File: src/rtl/can_bs_pkg.sv
package can_bs_pkg;

   typedef enum logic {
      BS_WAIT  = 1'b0,
      BS_FRAME = 1'b1
   } bs_state_e;

endpackage

File: src/rtl/can_bs_sync.sv
module can_bs_sync #(
   parameter int   STAGES  = 2,
   parameter logic RST_VAL = 1'b1
) (
   input  logic clk,
   input  logic rst_n,
   input  logic async_i,
   output logic sync_o
);

   logic [STAGES-1:0] chain_q;

   generate
      if (STAGES < 2) begin : g_bad_stages
         $error("can_bs_sync: STAGES must be at least 2");
      end
      for (genvar s = 0; s < STAGES; s++) begin : g_stage
         if (s == 0) begin : g_first
            always_ff @(posedge clk) begin
               if (!rst_n) chain_q[0] <= RST_VAL;
               else        chain_q[0] <= async_i;
            end
         end else begin : g_next
            always_ff @(posedge clk) begin
               if (!rst_n) chain_q[s] <= RST_VAL;
               else        chain_q[s] <= chain_q[s-1];
            end
         end
      end
   endgenerate

   assign sync_o = chain_q[STAGES-1];

   // cycles since reset release, saturating, so $past never reaches into reset
   logic [1:0] age_q;
   always_ff @(posedge clk) begin
      if (!rst_n)            age_q <= '0;
      else if (age_q != 2'd3) age_q <= age_q + 2'd1;
   end

   generate
      if (STAGES == 2) begin : g_chk2
         // line change reaches the output two edges later
         p_sync_latency_r10: assert property (@(posedge clk) disable iff (!rst_n)
            (age_q >= 2'd2) |-> (sync_o == $past(async_i, 2)));
      end
   endgenerate

endmodule

File: src/rtl/can_bs_edge.sv
module can_bs_edge #(
   parameter logic IDLE_LVL = 1'b1
) (
   input  logic clk,
   input  logic rst_n,
   input  logic line_i,
   output logic fall_o
);

   logic prev_q;

   always_ff @(posedge clk) begin
      if (!rst_n) prev_q <= IDLE_LVL;
      else        prev_q <= line_i;
   end

   assign fall_o = prev_q & ~line_i;

   // a falling edge is a single-cycle event
   p_fall_single_r5: assert property (@(posedge clk) disable iff (!rst_n)
      fall_o |=> !fall_o);

endmodule

File: src/rtl/can_bs_phase.sv
module can_bs_phase #(
   parameter int CNT_W = 16
) (
   input  logic             clk,
   input  logic             rst_n,
   input  logic             run_i,
   input  logic             anchor_i,
   input  logic [CNT_W-1:0] len_i,
   input  logic [CNT_W-1:0] ofs_i,
   output logic             hit_o
);

   localparam logic [CNT_W-1:0] ONE = CNT_W'(1);

   logic [CNT_W-1:0] ph_q;
   logic [CNT_W-1:0] ph_now;
   logic [CNT_W-1:0] ph_d;
   logic             hit_q;

   // a new reference restarts the phase at zero in this very cycle
   assign ph_now = anchor_i ? '0 : ph_q;
   assign hit_o  = run_i & (ph_now == ofs_i) & ~hit_q;

   always_comb begin
      if (!run_i)                     ph_d = '0;
      else if (ph_now >= len_i - ONE) ph_d = '0;
      else                            ph_d = ph_now + ONE;
   end

   always_ff @(posedge clk) begin
      if (!rst_n) begin
         ph_q  <= '0;
         hit_q <= 1'b0;
      end else begin
         ph_q  <= ph_d;
         hit_q <= hit_o;
      end
   end

   // samples are never in adjacent cycles
   p_hit_spacing_r9: assert property (@(posedge clk) disable iff (!rst_n)
      hit_o |=> !hit_o);

endmodule

File: src/rtl/can_bit_sampler.sv
module can_bit_sampler
   import can_bs_pkg::*;
#(
   parameter int CNT_W       = 16,
   parameter int IDX_W       = 8,
   parameter int SYNC_STAGES = 2,
   parameter int MIN_LEN     = 4
) (
   input  logic             clk,
   input  logic             rst_n,
   input  logic             rx_async,
   input  logic [CNT_W-1:0] bit_len,
   input  logic [CNT_W-1:0] samp_ofs,
   input  logic             frame_end,
   output logic             bit_valid,
   output logic             bit_value,
   output logic [IDX_W-1:0] bit_idx
);

   localparam logic [CNT_W-1:0] MIN_L   = CNT_W'(MIN_LEN);
   localparam logic [CNT_W-1:0] ONE_C   = CNT_W'(1);
   localparam logic [IDX_W-1:0] ONE_IDX = IDX_W'(1);

   generate
      if (MIN_LEN < 2 || CNT_W < 3 || CNT_W > 31) begin : g_bad_len
         $error("can_bit_sampler: MIN_LEN or CNT_W out of range");
      end
      if (IDX_W < 1) begin : g_bad_idx
         $error("can_bit_sampler: IDX_W must be positive");
      end
   endgenerate

   logic             rx_s;
   logic             fall;
   logic             hit;
   logic             start;
   logic             anchor;
   logic             run;
   logic [CNT_W-1:0] len_eff;
   logic [CNT_W-1:0] ofs_eff;
   bs_state_e        state_q;
   logic [IDX_W-1:0] idx_q;

   can_bs_sync #(.STAGES(SYNC_STAGES), .RST_VAL(1'b1)) u_sync (
      .clk     (clk),
      .rst_n   (rst_n),
      .async_i (rx_async),
      .sync_o  (rx_s)
   );

   can_bs_edge #(.IDLE_LVL(1'b1)) u_edge (
      .clk    (clk),
      .rst_n  (rst_n),
      .line_i (rx_s),
      .fall_o (fall)
   );

   // timing inputs clamped to legal values
   assign len_eff = (bit_len < MIN_L) ? MIN_L : bit_len;
   assign ofs_eff = (samp_ofs >= len_eff) ? (len_eff - ONE_C) : samp_ofs;

   assign start  = (state_q == BS_WAIT) & ~rx_s;
   assign anchor = start | ((state_q == BS_FRAME) & fall);
   assign run    = ~frame_end & ((state_q == BS_FRAME) | start);

   can_bs_phase #(.CNT_W(CNT_W)) u_phase (
      .clk      (clk),
      .rst_n    (rst_n),
      .run_i    (run),
      .anchor_i (anchor),
      .len_i    (len_eff),
      .ofs_i    (ofs_eff),
      .hit_o    (hit)
   );

   always_ff @(posedge clk) begin
      if (!rst_n) begin
         state_q <= BS_WAIT;
         idx_q   <= '0;
      end else if (frame_end) begin
         state_q <= BS_WAIT;
         idx_q   <= '0;
      end else begin
         if (start) state_q <= BS_FRAME;
         if (hit)   idx_q   <= idx_q + ONE_IDX;
      end
   end

   always_ff @(posedge clk) begin
      if (!rst_n) begin
         bit_valid <= 1'b0;
         bit_value <= 1'b1;
         bit_idx   <= '0;
      end else begin
         bit_valid <= hit;
         if (hit) begin
            bit_value <= rx_s;
            bit_idx   <= idx_q;
         end else if (frame_end) begin
            bit_idx   <= '0;
         end
      end
   end

   // end of frame empties the block
   p_end_clears_r8: assert property (@(posedge clk) disable iff (!rst_n)
      frame_end |=> (!bit_valid && bit_idx == '0 && state_q == BS_WAIT && idx_q == '0));

   // no strobe while waiting on a recessive line
   p_wait_quiet_r2: assert property (@(posedge clk) disable iff (!rst_n)
      (state_q == BS_WAIT && rx_s) |=> !bit_valid);

   // strobe is one cycle wide
   p_strobe_width_r9: assert property (@(posedge clk) disable iff (!rst_n)
      bit_valid |=> !bit_valid);

   // a strobe right after waiting carries index 0
   p_first_index_r4: assert property (@(posedge clk) disable iff (!rst_n)
      (bit_valid && $past(state_q == BS_WAIT)) |-> (bit_idx == '0));

endmodule

File: config.mk
export PLATFORM = sky130hd
export DESIGN_NAME = can_bit_sampler
export DESIGN_NICKNAME = d
export VERILOG_FILES = /design/src/rtl/can_bs_pkg.sv /design/src/rtl/can_bs_sync.sv /design/src/rtl/can_bs_edge.sv /design/src/rtl/can_bs_phase.sv /design/src/rtl/can_bit_sampler.sv
export SDC_FILE = /design/constraint.sdc
export NUM_CORES = 1
export LEC_CHECK = 0
export BUFFER_PORTS_ARGS = -buffer_cell sky130_fd_sc_hd__buf_2
export CAP_MARGIN = 20
export CELL_PAD_IN_SITES_DETAIL_PLACEMENT = 0
export CELL_PAD_IN_SITES_GLOBAL_PLACEMENT = 2
export CORE_MARGIN = 2
export CORE_UTILIZATION = 25
export DETAILED_ROUTE_END_ITERATION = 12
export HOLD_SLACK_MARGIN = 0.08
export PLACE_DENSITY_LB_ADDON = 0.05
export SLEW_MARGIN = 20
export SYNTH_ARGS = -nofsm -noshare
export SYNTH_HDL_FRONTEND = slang
export SYNTH_SLANG_ARGS = --single-unit
File: constraint.sdc
create_clock -name clk -period 8.2 [get_ports clk]
set_clock_uncertainty 0.1 [all_clocks]
set_input_delay 1.64 -clock clk [delete_from_list [all_inputs] [get_ports clk]]
set_output_delay 1.64 -clock clk [all_outputs]
set_load 0.005 [all_outputs]
==> results_dict.tcl <==
set metrics [dict create \
    cts.sinks 38 \
    h-tree-depth 2 \
    critical_path_class "input pin to flop" \
    min_path_type "flop to flop" \
    synth_cell_types 53 \
    synth_top_family_by_area "simple AND/OR/NAND/NOR gates" \
    layout-drive-gt1-share_pct 14.5 \
    final.min_clock_period_ps 6610 \
    peakVddDrop_uv 65.4 \
    slowest_stage "or4b_1" \
    final.setup.tns_ps 0 \
    cts_hold_buf 0 \
    hold_depth 1 \
    pin_count 46 \
    fin_area_um2 3910 \
    fp.dieH_um 119 \
    final_util_pct 29.9 \
    grt_pass1_wl_um 17200 \
    grt_max_degree 25 \
    fin_nets 532 \
    dp_hpwl_um 8970 \
    rsz0062_at_grt "no" \
    io_buffers 45 \
    synth-seq-cells 38 \
    min_from "u_sync.chain_q[0]" \
    yosys.area.top_type "dfxtp_1" \
    crit_path_max_fanout 18 \
    routedWlPerCell_um 17.0 \
    routed_wl_um 10900 \
    dp_slack_ps 1230 \
    yosysTopAreaCellShare_pct 22.9 \
    worst_slew_pin_slew_ps 835 \
    area_growth_pct 17.8 \
    gp_congestion 0.806 \
    numCtsBuffers 5 \
    synth_adder_area_share_pct 13.2 \
    muxShareOfSynthArea_pct 12.1 \
    core_um2 13100 \
    crit_chain "buf_2 > nor3_1 > and2_1 > nand2_1 > o21ai_0 > inv_1 > ha_1 > nand2b_1 > a211oi_1 > o211ai_1 > a211oi_2 > buf_4 > mux2i_1 > xnor2_1 > nand4_1 > or4b_1 > mux2_4" \
    end_kind "flop" \
    globalRouteOverflowTotal 0 \
    vias_per_cell 4.82 \
    synthesis.area_um2 3320 \
    vias 3076 \
    finalSetupViolCount 0 \
    rows 42 \
    synth-compound-area-share_pct 12.5 \
    fillers 1433 \
    min_to "u_sync.sync_o" \
    drc 0 \
    rr_endpoint "bit_value" \
    final-hold-violation-count 0 \
    synth_top_cells_by_count "47 x nand2_1, 41 x inv_1, 38 x dfxtp_1" \
    dieArea_um2 14200 \
    final.setup.worst_slack_ps 1590 \
    dieWidth_um 119 \
    pwr_density_cell_nw_per_um2 130 \
    synth_xor_area_share_pct 6.33 \
    antenna_left 0 \
    layoutNonFillerInstCount 638 \
    leakage_nw 1.80 \
    required_ps 8290 \
    cts_resized 0 \
    post-route-period-util_pct 80.6 \
    status "finished clean" \
    clkTransAtPathRegs_ps 70 \
    arrival_ps 6690 \
    drt_iter0_drc 158 \
    r2r_slack_ps 4080 \
    power.total_mw 0.509 \
    synthCells 417 \
    slew_viol_final 0 \
    post_cts_buffers 0 \
    hold_ws_ps 323 \
    path_delay_family "simple AND/OR/NAND/NOR gates" \
    fmax_mhz 151 \
    crit_path_max_incr_delay_ps 900 \
    yosysMostFrequentCell "nand2_1" \
    avgSynthCellArea_um2 7.96 \
    start_kind "input pin" \
    async_reset_ff_share_pct 0 \
    clk_latency_ps 290 \
    relSlewSlack_pct 43.6 \
    grt_pass1_vias 3129 \
    r2r_cells 9 \
    grt_use_total_pct 15.8 \
    cap_violations 0 \
    synth-simple-area-share_pct 26.7 \
    cp_num_buf_inv 3 \
    r2r-start "state_q" \
    start_util_pct 25.4 \
    placedCellCount 630 \
    cts_buffer_depth 2 \
    num_antenna_cells 0 \
    yosys_warnings 0 \
    antenna_found_initial 0 \
    placedInstanceArea_um2 3740 \
    ys.flop_type "dfxtp_1" \
    yosysSeqAreaShare_pct 22.9 \
    drt-pass1-iter-count 4 \
    cts_tree "built" \
    synth_area_leaders "dfxtp_1 23%, ha_1 13%, mux2i_1 10%" \
    syn-num-nets 488 \
    clockRootBuffer "clkbuf_16" \
    synth_edf_count 0 \
]
## flip-flops by register name, summed over array words and instances (netlist names)
| register | count |
|---|---|
| bit_value | 1 |
| u_edge.prev_q | 1 |
| u_sync.chain_q | 1 |
| state_q | 1 |
| u_phase.ph_q | 16 |
| idx_q | 8 |
| u_sync.sync_o | 1 |
| u_phase.hit_q | 1 |
| bit_idx | 8 |
## cell type report
| class | instances | area [µm²] | area share (%) |
|---|---|---|---|
| flip-flops and latches | 38 | 761 | 19.5 |
| repair buffers | 49 | 255 | 6.53 |
| multi-input cells | 326 | 2350 | 60.1 |
| well taps | 176 | 220 | 5.63 |
| clock inverters | 3 | 45.0 | 1.15 |
| inverters | 41 | 154 | 3.94 |
| clock buffers | 5 | 125 | 3.20 |
## worst register-to-register path: stages, from the launching register on
cell     delay (ps)
dfxtp_1         310
nor2b_1         190
or2_2           450
nand2_1         270
inv_1           150
a221o_1         370
or4_1           570
a211o_1         420
or4b_1          800
mux2_4          390
## worst max-delay path by stage
stage	depth (start not counted)	endpoint	start
finish	17	bit_value	bit_len[14]
global route	17	bit_value	bit_len[10]
CTS	17	bit_value	bit_len[5]
detailed placement	17	bit_value	bit_len[5]
global placement	17	bit_value	bit_len[10]
floorplan	17	bit_value	bit_len[5]
## per-layer routing
layer  routed length (µm)  up-vias  GRT usage (%)
met3                  414       21           2.44
li1                     -     1582              -
met1                 5640     1400           22.5
met2                 4450       73           23.5
met4                  340        0           6.62
met5                    0        -              0
## cell usage in the layout (no fill, tap or decap), drive strengths merged, types with 3 or more instances in the layout
| cell | count |
|---|---|
| nor3 | 11 |
| nand2 | 47 |
| dfxtp | 38 |
| nor2 | 26 |
| o21ai | 9 |
| xor2 | 8 |
| nand4 | 10 |
| and2 | 7 |
| nand3 | 14 |
| a211oi | 6 |
| mux2i | 34 |
| inv | 41 |
| nor4 | 14 |
| and3 | 4 |
| buf | 49 |
| o211ai | 4 |
| nor2b | 4 |
| mux2 | 5 |
| a21o | 8 |
| or3 | 4 |
| clkbuf | 5 |
| ha | 35 |
| nand2b | 15 |
| a21oi | 14 |
| xnor2 | 16 |
| and4 | 3 |
## cells by family after synthesis
logic type | after synthesis
XOR/XNOR | 24
adder cells (fa/ha/maj) | 35
AND/OR/NAND/NOR | 168
multiplexers | 39
flip-flops | 38
buffers and inverters | 53
AO/OA/AOI/OAI | 60
## report_power, final
| group | internal (mW) | switching [mW] |
|---|---|---|
| clock network | 0.144 | 0.0858 |
| registers | 0.185 | 0.000596 |
| logic | 0.0375 | 0.0563 |
| total | 0.366 | 0.143 |
(Power assumes the default switching activity.)
